## src/rtl/trig_pp_pkg.sv

```systemverilog
package trig_pp_pkg;
  typedef enum logic {BANK0 = 1'b0, BANK1 = 1'b1} bank_t;

  function automatic bank_t other_bank(input bank_t b);
    return (b == BANK0) ? BANK1 : BANK0;
  endfunction
endpackage

```

## src/rtl/pp_capture.sv

```systemverilog
module pp_capture
  import trig_pp_pkg::*;
#(
  parameter int DATA_W = 32,
  parameter int DEPTH  = 16,
  localparam int AW    = $clog2(DEPTH)
) (
  input  logic              clk,
  input  logic              rst,
  input  logic              smp_valid,
  input  logic [DATA_W-1:0] smp_data,
  input  logic              accept,
  input  bank_t             rd_bank,
  input  logic [AW-1:0]     rd_addr,
  output bank_t             act_bank,
  output logic [AW-1:0]     frz_start,
  output logic [AW:0]       frz_len,
  output logic [DATA_W-1:0] rd_word
);
  localparam logic [AW:0] FULL = (AW+1)'(DEPTH);

  logic [DATA_W-1:0] mem [2*DEPTH];
  bank_t             act_q;
  logic [AW-1:0]     wptr_q, wptr_nx;
  logic [AW:0]       fill_q, fill_nx;

  // plain write port, no reset on contents
  always_ff @(posedge clk) begin
    if (smp_valid) mem[{act_q, wptr_q}] <= smp_data;
  end

  assign rd_word = mem[{rd_bank, rd_addr}];

  always_comb begin
    wptr_nx = smp_valid ? wptr_q + AW'(1) : wptr_q;
    fill_nx = (smp_valid && fill_q != FULL) ? fill_q + (AW+1)'(1) : fill_q;
  end

  // event = the fill_nx words ending just before wptr_nx
  assign frz_len   = fill_nx;
  assign frz_start = wptr_nx - fill_nx[AW-1:0];
  assign act_bank  = act_q;

  always_ff @(posedge clk) begin
    if (rst) begin
      act_q  <= BANK0;
      wptr_q <= '0;
      fill_q <= '0;
    end else if (accept) begin
      act_q  <= other_bank(act_q);
      wptr_q <= '0;
      fill_q <= '0;
    end else begin
      wptr_q <= wptr_nx;
      fill_q <= fill_nx;
    end
  end
endmodule

```

## src/rtl/pp_arbiter.sv

```systemverilog
module pp_arbiter #(
  parameter int DROP_W = 16
) (
  input  logic              clk,
  input  logic              rst,
  input  logic              trig,
  input  logic              release_bank,
  output logic              accept,
  output logic              held,
  output logic [DROP_W-1:0] drop_count
);
  localparam logic [DROP_W-1:0] DROP_MAX = '1;

  logic held_q;
  logic [DROP_W-1:0] drop_q;

  assign accept     = trig && !held_q;
  assign held       = held_q;
  assign drop_count = drop_q;

  always_ff @(posedge clk) begin
    if (rst) begin
      held_q <= 1'b0;
      drop_q <= '0;
    end else begin
      if (accept)            held_q <= 1'b1;
      else if (release_bank) held_q <= 1'b0;
      if (trig && held_q && drop_q != DROP_MAX) drop_q <= drop_q + DROP_W'(1);
    end
  end
endmodule

```

## src/rtl/pp_readout.sv

```systemverilog
module pp_readout
  import trig_pp_pkg::*;
#(
  parameter int DATA_W = 32,
  parameter int DEPTH  = 16,
  localparam int AW    = $clog2(DEPTH)
) (
  input  logic              clk,
  input  logic              rst,
  input  logic              accept,
  input  logic              held,
  input  bank_t             act_bank,
  input  logic [AW-1:0]     frz_start,
  input  logic [AW:0]       frz_len,
  input  logic [DATA_W-1:0] rd_word,
  input  logic              out_ready,
  output bank_t             rd_bank,
  output logic [AW-1:0]     rd_addr,
  output logic              out_valid,
  output logic [DATA_W-1:0] out_data,
  output logic              release_bank
);
  bank_t             bank_q;
  logic [AW-1:0]     ptr_q;
  logic [AW:0]       left_q;
  logic              ov_q;
  logic [DATA_W-1:0] od_q;
  logic              slot_free, load;

  assign slot_free    = !ov_q || out_ready;
  assign load         = held && left_q != '0 && slot_free;
  assign release_bank = held && left_q == '0 && slot_free;
  assign rd_bank      = bank_q;
  assign rd_addr      = ptr_q;
  assign out_valid    = ov_q;
  assign out_data     = od_q;

  always_ff @(posedge clk) begin
    if (rst) begin
      bank_q <= BANK0;
      ptr_q  <= '0;
      left_q <= '0;
      ov_q   <= 1'b0;
      od_q   <= '0;
    end else begin
      if (accept) begin
        bank_q <= act_bank;
        ptr_q  <= frz_start;
        left_q <= frz_len;
      end else if (load) begin
        ptr_q  <= ptr_q + AW'(1);
        left_q <= left_q - (AW+1)'(1);
      end
      if (load) begin
        od_q <= rd_word;
        ov_q <= 1'b1;
      end else if (out_ready) begin
        ov_q <= 1'b0;
      end
    end
  end
endmodule

```

## src/rtl/trig_pp_buf.sv

```systemverilog
module trig_pp_buf
  import trig_pp_pkg::*;
#(
  parameter int DATA_W = 32,
  parameter int DEPTH  = 16,
  parameter int DROP_W = 16,
  localparam int AW    = $clog2(DEPTH)
) (
  input  logic              clk,
  input  logic              rst,
  input  logic              smp_valid,
  input  logic [DATA_W-1:0] smp_data,
  input  logic              trig,
  output logic              out_valid,
  output logic [DATA_W-1:0] out_data,
  input  logic              out_ready,
  output logic              busy,
  output logic [DROP_W-1:0] drop_count
);
  logic              accept, held, release_bank;
  bank_t             act_bank, rd_bank;
  logic [AW-1:0]     frz_start, rd_addr;
  logic [AW:0]       frz_len;
  logic [DATA_W-1:0] rd_word;

  pp_capture #(.DATA_W(DATA_W), .DEPTH(DEPTH)) u_cap (
    .clk(clk), .rst(rst), .smp_valid(smp_valid), .smp_data(smp_data),
    .accept(accept), .rd_bank(rd_bank), .rd_addr(rd_addr),
    .act_bank(act_bank), .frz_start(frz_start), .frz_len(frz_len),
    .rd_word(rd_word)
  );

  pp_arbiter #(.DROP_W(DROP_W)) u_arb (
    .clk(clk), .rst(rst), .trig(trig), .release_bank(release_bank),
    .accept(accept), .held(held), .drop_count(drop_count)
  );

  pp_readout #(.DATA_W(DATA_W), .DEPTH(DEPTH)) u_rd (
    .clk(clk), .rst(rst), .accept(accept), .held(held),
    .act_bank(act_bank), .frz_start(frz_start), .frz_len(frz_len),
    .rd_word(rd_word), .out_ready(out_ready), .rd_bank(rd_bank),
    .rd_addr(rd_addr), .out_valid(out_valid), .out_data(out_data),
    .release_bank(release_bank)
  );

  assign busy = held;
endmodule

```

## config.mk

```make
export PLATFORM = sky130hd
export DESIGN_NAME = trig_pp_buf
export DESIGN_NICKNAME = d
export VERILOG_FILES = /design/src/rtl/trig_pp_pkg.sv /design/src/rtl/pp_capture.sv /design/src/rtl/pp_arbiter.sv /design/src/rtl/pp_readout.sv /design/src/rtl/trig_pp_buf.sv
export SDC_FILE = /design/constraint.sdc
export NUM_CORES = 1
export LEC_CHECK = 0
export BUFFER_PORTS_ARGS = -buffer_cell sky130_fd_sc_hd__buf_2
export CORE_MARGIN = 3
export CORE_UTILIZATION = 30
export DETAILED_ROUTE_END_ITERATION = 12
export GPL_TIMING_DRIVEN = 0
export PLACE_DENSITY_LB_ADDON = 0.12
export SLEW_MARGIN = 5
export SYNTH_ARGS = -nofsm -noshare
export SYNTH_HDL_FRONTEND = slang
export SYNTH_SLANG_ARGS = --single-unit
```

## constraint.sdc

```tcl
create_clock -name clk -period 3.3 [get_ports clk]
set_input_delay 0.165 -clock clk [delete_from_list [all_inputs] [get_ports clk]]
set_output_delay 0.165 -clock clk [all_outputs]
set_load 0.01 [all_outputs]
```

==> run_results.csv <==
group,metric,value,unit
synthesis,synth_fp_nets,2517,
drt,avgViaCountPerCell,4.95,
final_layout,fillCellCount,13200,
timing,max_freq,0.313,GHz
final_layout,regArea,32200,um^2
drt,drt-initial-drc-count,1716,
drt,avgRoutedWirePerCell,27.0,um
worst_setup_path,crit_chain,"and2_1 -> buf_2 -> clkbuf_1 -> a22oi_1 -> a21oi_1 -> or4_1 -> a211oi_1",
synthesis,netlist_area,42800,um^2
power,power.share.clock,40.1,%
power,p_seq_share,48.3,%
final_layout,area_delta_synth_final,18.4,%
worst_setup_path,r2r_setup_slack,100,ps
power,swShare,24.5,%
timing,hold_viol_final,0,
clock_tree,cts_root_buf,"clkbuf_16",
synthesis,synth_top_family_by_area,"multiplexers",
run,drv_cap,0,
grt,grt_pass1_vias,24300,
power,power.internal,0.0241,W
clock_tree,clockBufferDepth,3,
worst_setup_path,end_kind,"flop",
grt,grt-ovfl-total,0,
timing,finalCritPeriodShare,96.9,%
drt,routed_wl,127000,um
synthesis,synthDistinctLibCells,45,
grt,grt_start_max_net_pins,33,
synthesis,yosysWarningCount,0,
floorplan,core,141000,um^2
clock_tree,cts_buffers,114,
placed_design,io_buffers,85,
drt,drc,0,
worst_setup_path,crit_path_start_kind,"flop",
synthesis,synth-seq-cells,1094,
final_layout,fin_nets,2789,
timing,whs,403,ps
power,ir_drop,0.469,mV
synthesis,synthCells,2466,
clock_tree,cts_tree,"done",
power,leakage,16.2,nW
worst_setup_path,cp_max_fo,10,
worst_setup_path,r2r-start,"u_rd.rd_addr[1]$_SDFFE_PP0P_",
grt,grt_pass1_wl,179000,um
timing,tightest_slew,1160,ps
grt,antenna_found_initial,2,
final_layout,multi_input_area,9940,um^2
clock_tree,cts_num_sinks,1094,
clock_tree,clock_latency,720,ps
synthesis,synth_mux_area_share,12.1,%
synthesis,ys_async_sr_fraction,0,%
timing,worst_clock_skew,16.0,ps
floorplan,dieArea,147000,um^2
drt,ant_nets,0,
synthesis,avgSynthCellArea,17.3,um^2
synthesis,synth-edff-count,1024,
worst_setup_path,worst_r2r_path_depth,7,
synthesis,synth-simple-area-share,2.49,%
placed_design,dp_hpwl,88000,um
synthesis,synthFlopType,"edfxtp_1",
worst_setup_path,max_stage_delay,890,ps
power,switchingPower,0.00781,W
synthesis,ys_seq_area_share,75.2,%
hold_path,min_path_type,"in -> reg",
drt,vias,23400,
power,comb_power_share,11.5,%
outcome,outcome,"finished clean",
worst_setup_path,critPathArrivalTime,3750,ps
hold_path,holdPathStages,4,
final_layout,drive_above_1_share,13.7,%
floorplan,die_w,384,um
floorplan,ios,87,
grt,track_usage,17.0,%
timing,rsz0062_at_grt,"no",
timing,min_period,3200,ps
worst_setup_path,crit_type,"reg -> reg",
timing,slew_viol_final,0,
hold_path,hp-start,"out_ready",
final_layout,final_cell_count_no_fill,4715,
placed_design,place_inst,4463,
worst_setup_path,crit_required,3850,ps
worst_setup_path,rr_endpoint,"u_rd.out_data[16]$_SDFFE_PP0P_",
timing,setup_viol,0,
floorplan,die_h,384,um
floorplan,num_rows,137,
floorplan,initial_core_util,30.4,%
power,finalPower,0.0319,W
timing,slew_headroom,22.9,%
power,p_per_area,630,nW/um^2
synthesis,synth_adder_area_share,0.427,%
hold_path,hold_end,"u_rd.out_valid$_SDFFE_PP0P_",
synthesis,synth_compound_area_share,6.99,%
drt,dr.pass1.iters,5,
clock_tree,clk_pin_slew,60,ps
worst_setup_path,cp_slowest_cell,"clkbuf_1",
clock_tree,htreeDepth,3,
synthesis,yosys.area_share.xor_xnor,0.647,%
placed_design,gp_congestion,0.774,
-- cells in the mapped netlist, drive strengths merged, types with 3 or more instances --
cell type,count,area [um^2]
nor3,5,25.0
and3,7,43.8
or3b,3,26.3
and2,5,31.3
clkbuf,86,342
nand3b,4,30.0
edfxtp,1024,30700
a211oi,39,293
o211ai,5,37.5
nand2,18,67.6
buf,64,533
ha,13,163
a22oi,256,1920
nand2b,8,50.1
and4,3,26.3
dfxtp,70,1400
xnor2,19,166
a21oi,137,686
xor2,10,87.6
nor2,94,353
inv,11,41.3
or4,32,240
nand4,11,68.8
mux2i,516,5160
nand3,4,20.0
nor2b,6,37.5
-- state kept, by name, summed over array words and instances (netlist names) --
name and flops:
u_rd.out_data 32, u_cap.wptr_q 4, u_rd.left_q 5, u_arb.drop_count 16
u_arb.held 1, u_cap.act_bank 1, u_rd.out_valid 1, u_cap.mem 1024
u_cap.fill_q 5, u_rd.rd_addr 4, u_rd.rd_bank 1
-- stage by stage --
step / area (um^2) / setup TNS, ps / util [%] / setup slack [ps]
floorplan: 42800 / 0 / - / 437
global placement: 45500 / -1610970 / 32.4 / -2000
detailed placement: 46500 / -3630 / 33.1 / -219
CTS: 50600 / 0 / 36.0 / 37.7
global route: 50600 / 0 / 36.0 / 14.5
finish: 50600 / 0 / 36.0 / 102
-- worst max-delay path: cells and delay by family, from the launching register on --
| family | cells | cell delay [ps] |
|---|---|---|
| AO/OA/AOI/OAI | 3 | 640 |
| buffers and inverters | 2 | 1320 |
| flip-flops | 1 | 510 |
| AND/OR/NAND/NOR | 2 | 550 |
-- final cells by class --
class / instances / share of cell area [%]
multi-input combinational: 1211 / 19.6
inverter: 11 / 0.0815
antenna: 2 / 0.00988
buffer: 150 / 1.78
tap: 1876 / 4.64
sequential: 1094 / 63.5
clock buffer: 146 / 6.18
timing repair buffer: 156 / 2.98
clock inverter: 69 / 1.21
-- kinds of logic (layout without fill, tap and decap cells) --
family | Yosys count | count (layout)
AO/OA/AOI/OAI | 444 | 444
other | 0 | 2
adder cells (fa/ha/maj) | 14 | 14
buffers and inverters | 161 | 532
XOR/XNOR | 30 | 30
multiplexers | 517 | 517
AND/OR/NAND/NOR | 206 | 206
flip-flops | 1094 | 1094
-- per-layer routing --
layer  global-route usage, %  routed length [um]  up-vias
met5                       0                   0        -
met4                    4.45                2440        0
met3                    2.16                5430      148
met2                    29.2               62700      602
met1                    22.8               56600    12200
li1                        -                   -    10400
-- power groups by stage --
| stage | Combinational (W) | Clock (W) | Sequential [W] |
|---|---|---|---|
| finish | 0.00369 | 0.0128 | 0.0154 |
| detailed placement | 0.00373 | 0 | 0.0157 |
| CTS | 0.00377 | 0.0132 | 0.0154 |
| global route | 0.00396 | 0.0137 | 0.0154 |
| floorplan | 0.00214 | 0 | 0.0157 |
| global placement | 0.00366 | 0 | 0.0157 |
-- placed cells by master, fill, tap and decap left out, types with 6 or more instances in the layout --
cell type	n
nand4_1	11
inv_1	11
nor2_1	64
a21oi_1	137
clkbuf_1	94
ha_1	13
buf_12	27
clkinv_1	28
buf_6	22
clkbuf_8	7
clkbuf_16	118
nand2_1	18
xnor2_1	19
or4_1	32
nand2b_1	8
a22oi_1	256
clkbuf_2	7
nor2b_1	6
buf_4	29
dfxtp_1	70
dlygate4sd3_1	35
a211oi_1	39
mux2i_1	516
xor2_1	10
buf_1	8
and3_1	7
clkinv_2	23
bufinv_16	11
edfxtp_1	1024
buf_2	87
nor2_4	30
-- timing repair --
item / CTS / global route
setup endpoints to repair: 30 / 12
gates resized for setup: 3 / 12
gates cloned: 0 / 0
buffers inserted: 0 / 0
hold buffers: 35 / 0
endpoints found under the hold margin: 1033 / 0
-- how the worst max path moves through the flow --
stage / endpoint / startpoint / slack, ps / depth (start not counted)
after floorplan: u_cap.mem[3][0]$_DFFE_PP_ / u_cap.wptr_q[0]$_SDFF_PP0_ / 440 / 3
after global placement: u_cap.mem[18][3]$_DFFE_PP_ / smp_valid / -2000 / 4
after detailed placement: u_rd.out_data[13]$_SDFFE_PP0P_ / u_rd.rd_addr[1]$_SDFFE_PP0P_ / -220 / 7
after CTS: u_rd.out_data[6]$_SDFFE_PP0P_ / u_rd.rd_addr[1]$_SDFFE_PP0P_ / 40 / 7
after global routing: u_rd.out_data[15]$_SDFFE_PP0P_ / u_rd.rd_addr[2]$_SDFFE_PP0P_ / 10 / 7
final: u_rd.out_data[16]$_SDFFE_PP0P_ / u_rd.rd_addr[1]$_SDFFE_PP0P_ / 100 / 7
Note: power is estimated with default switching activity, not from simulation.
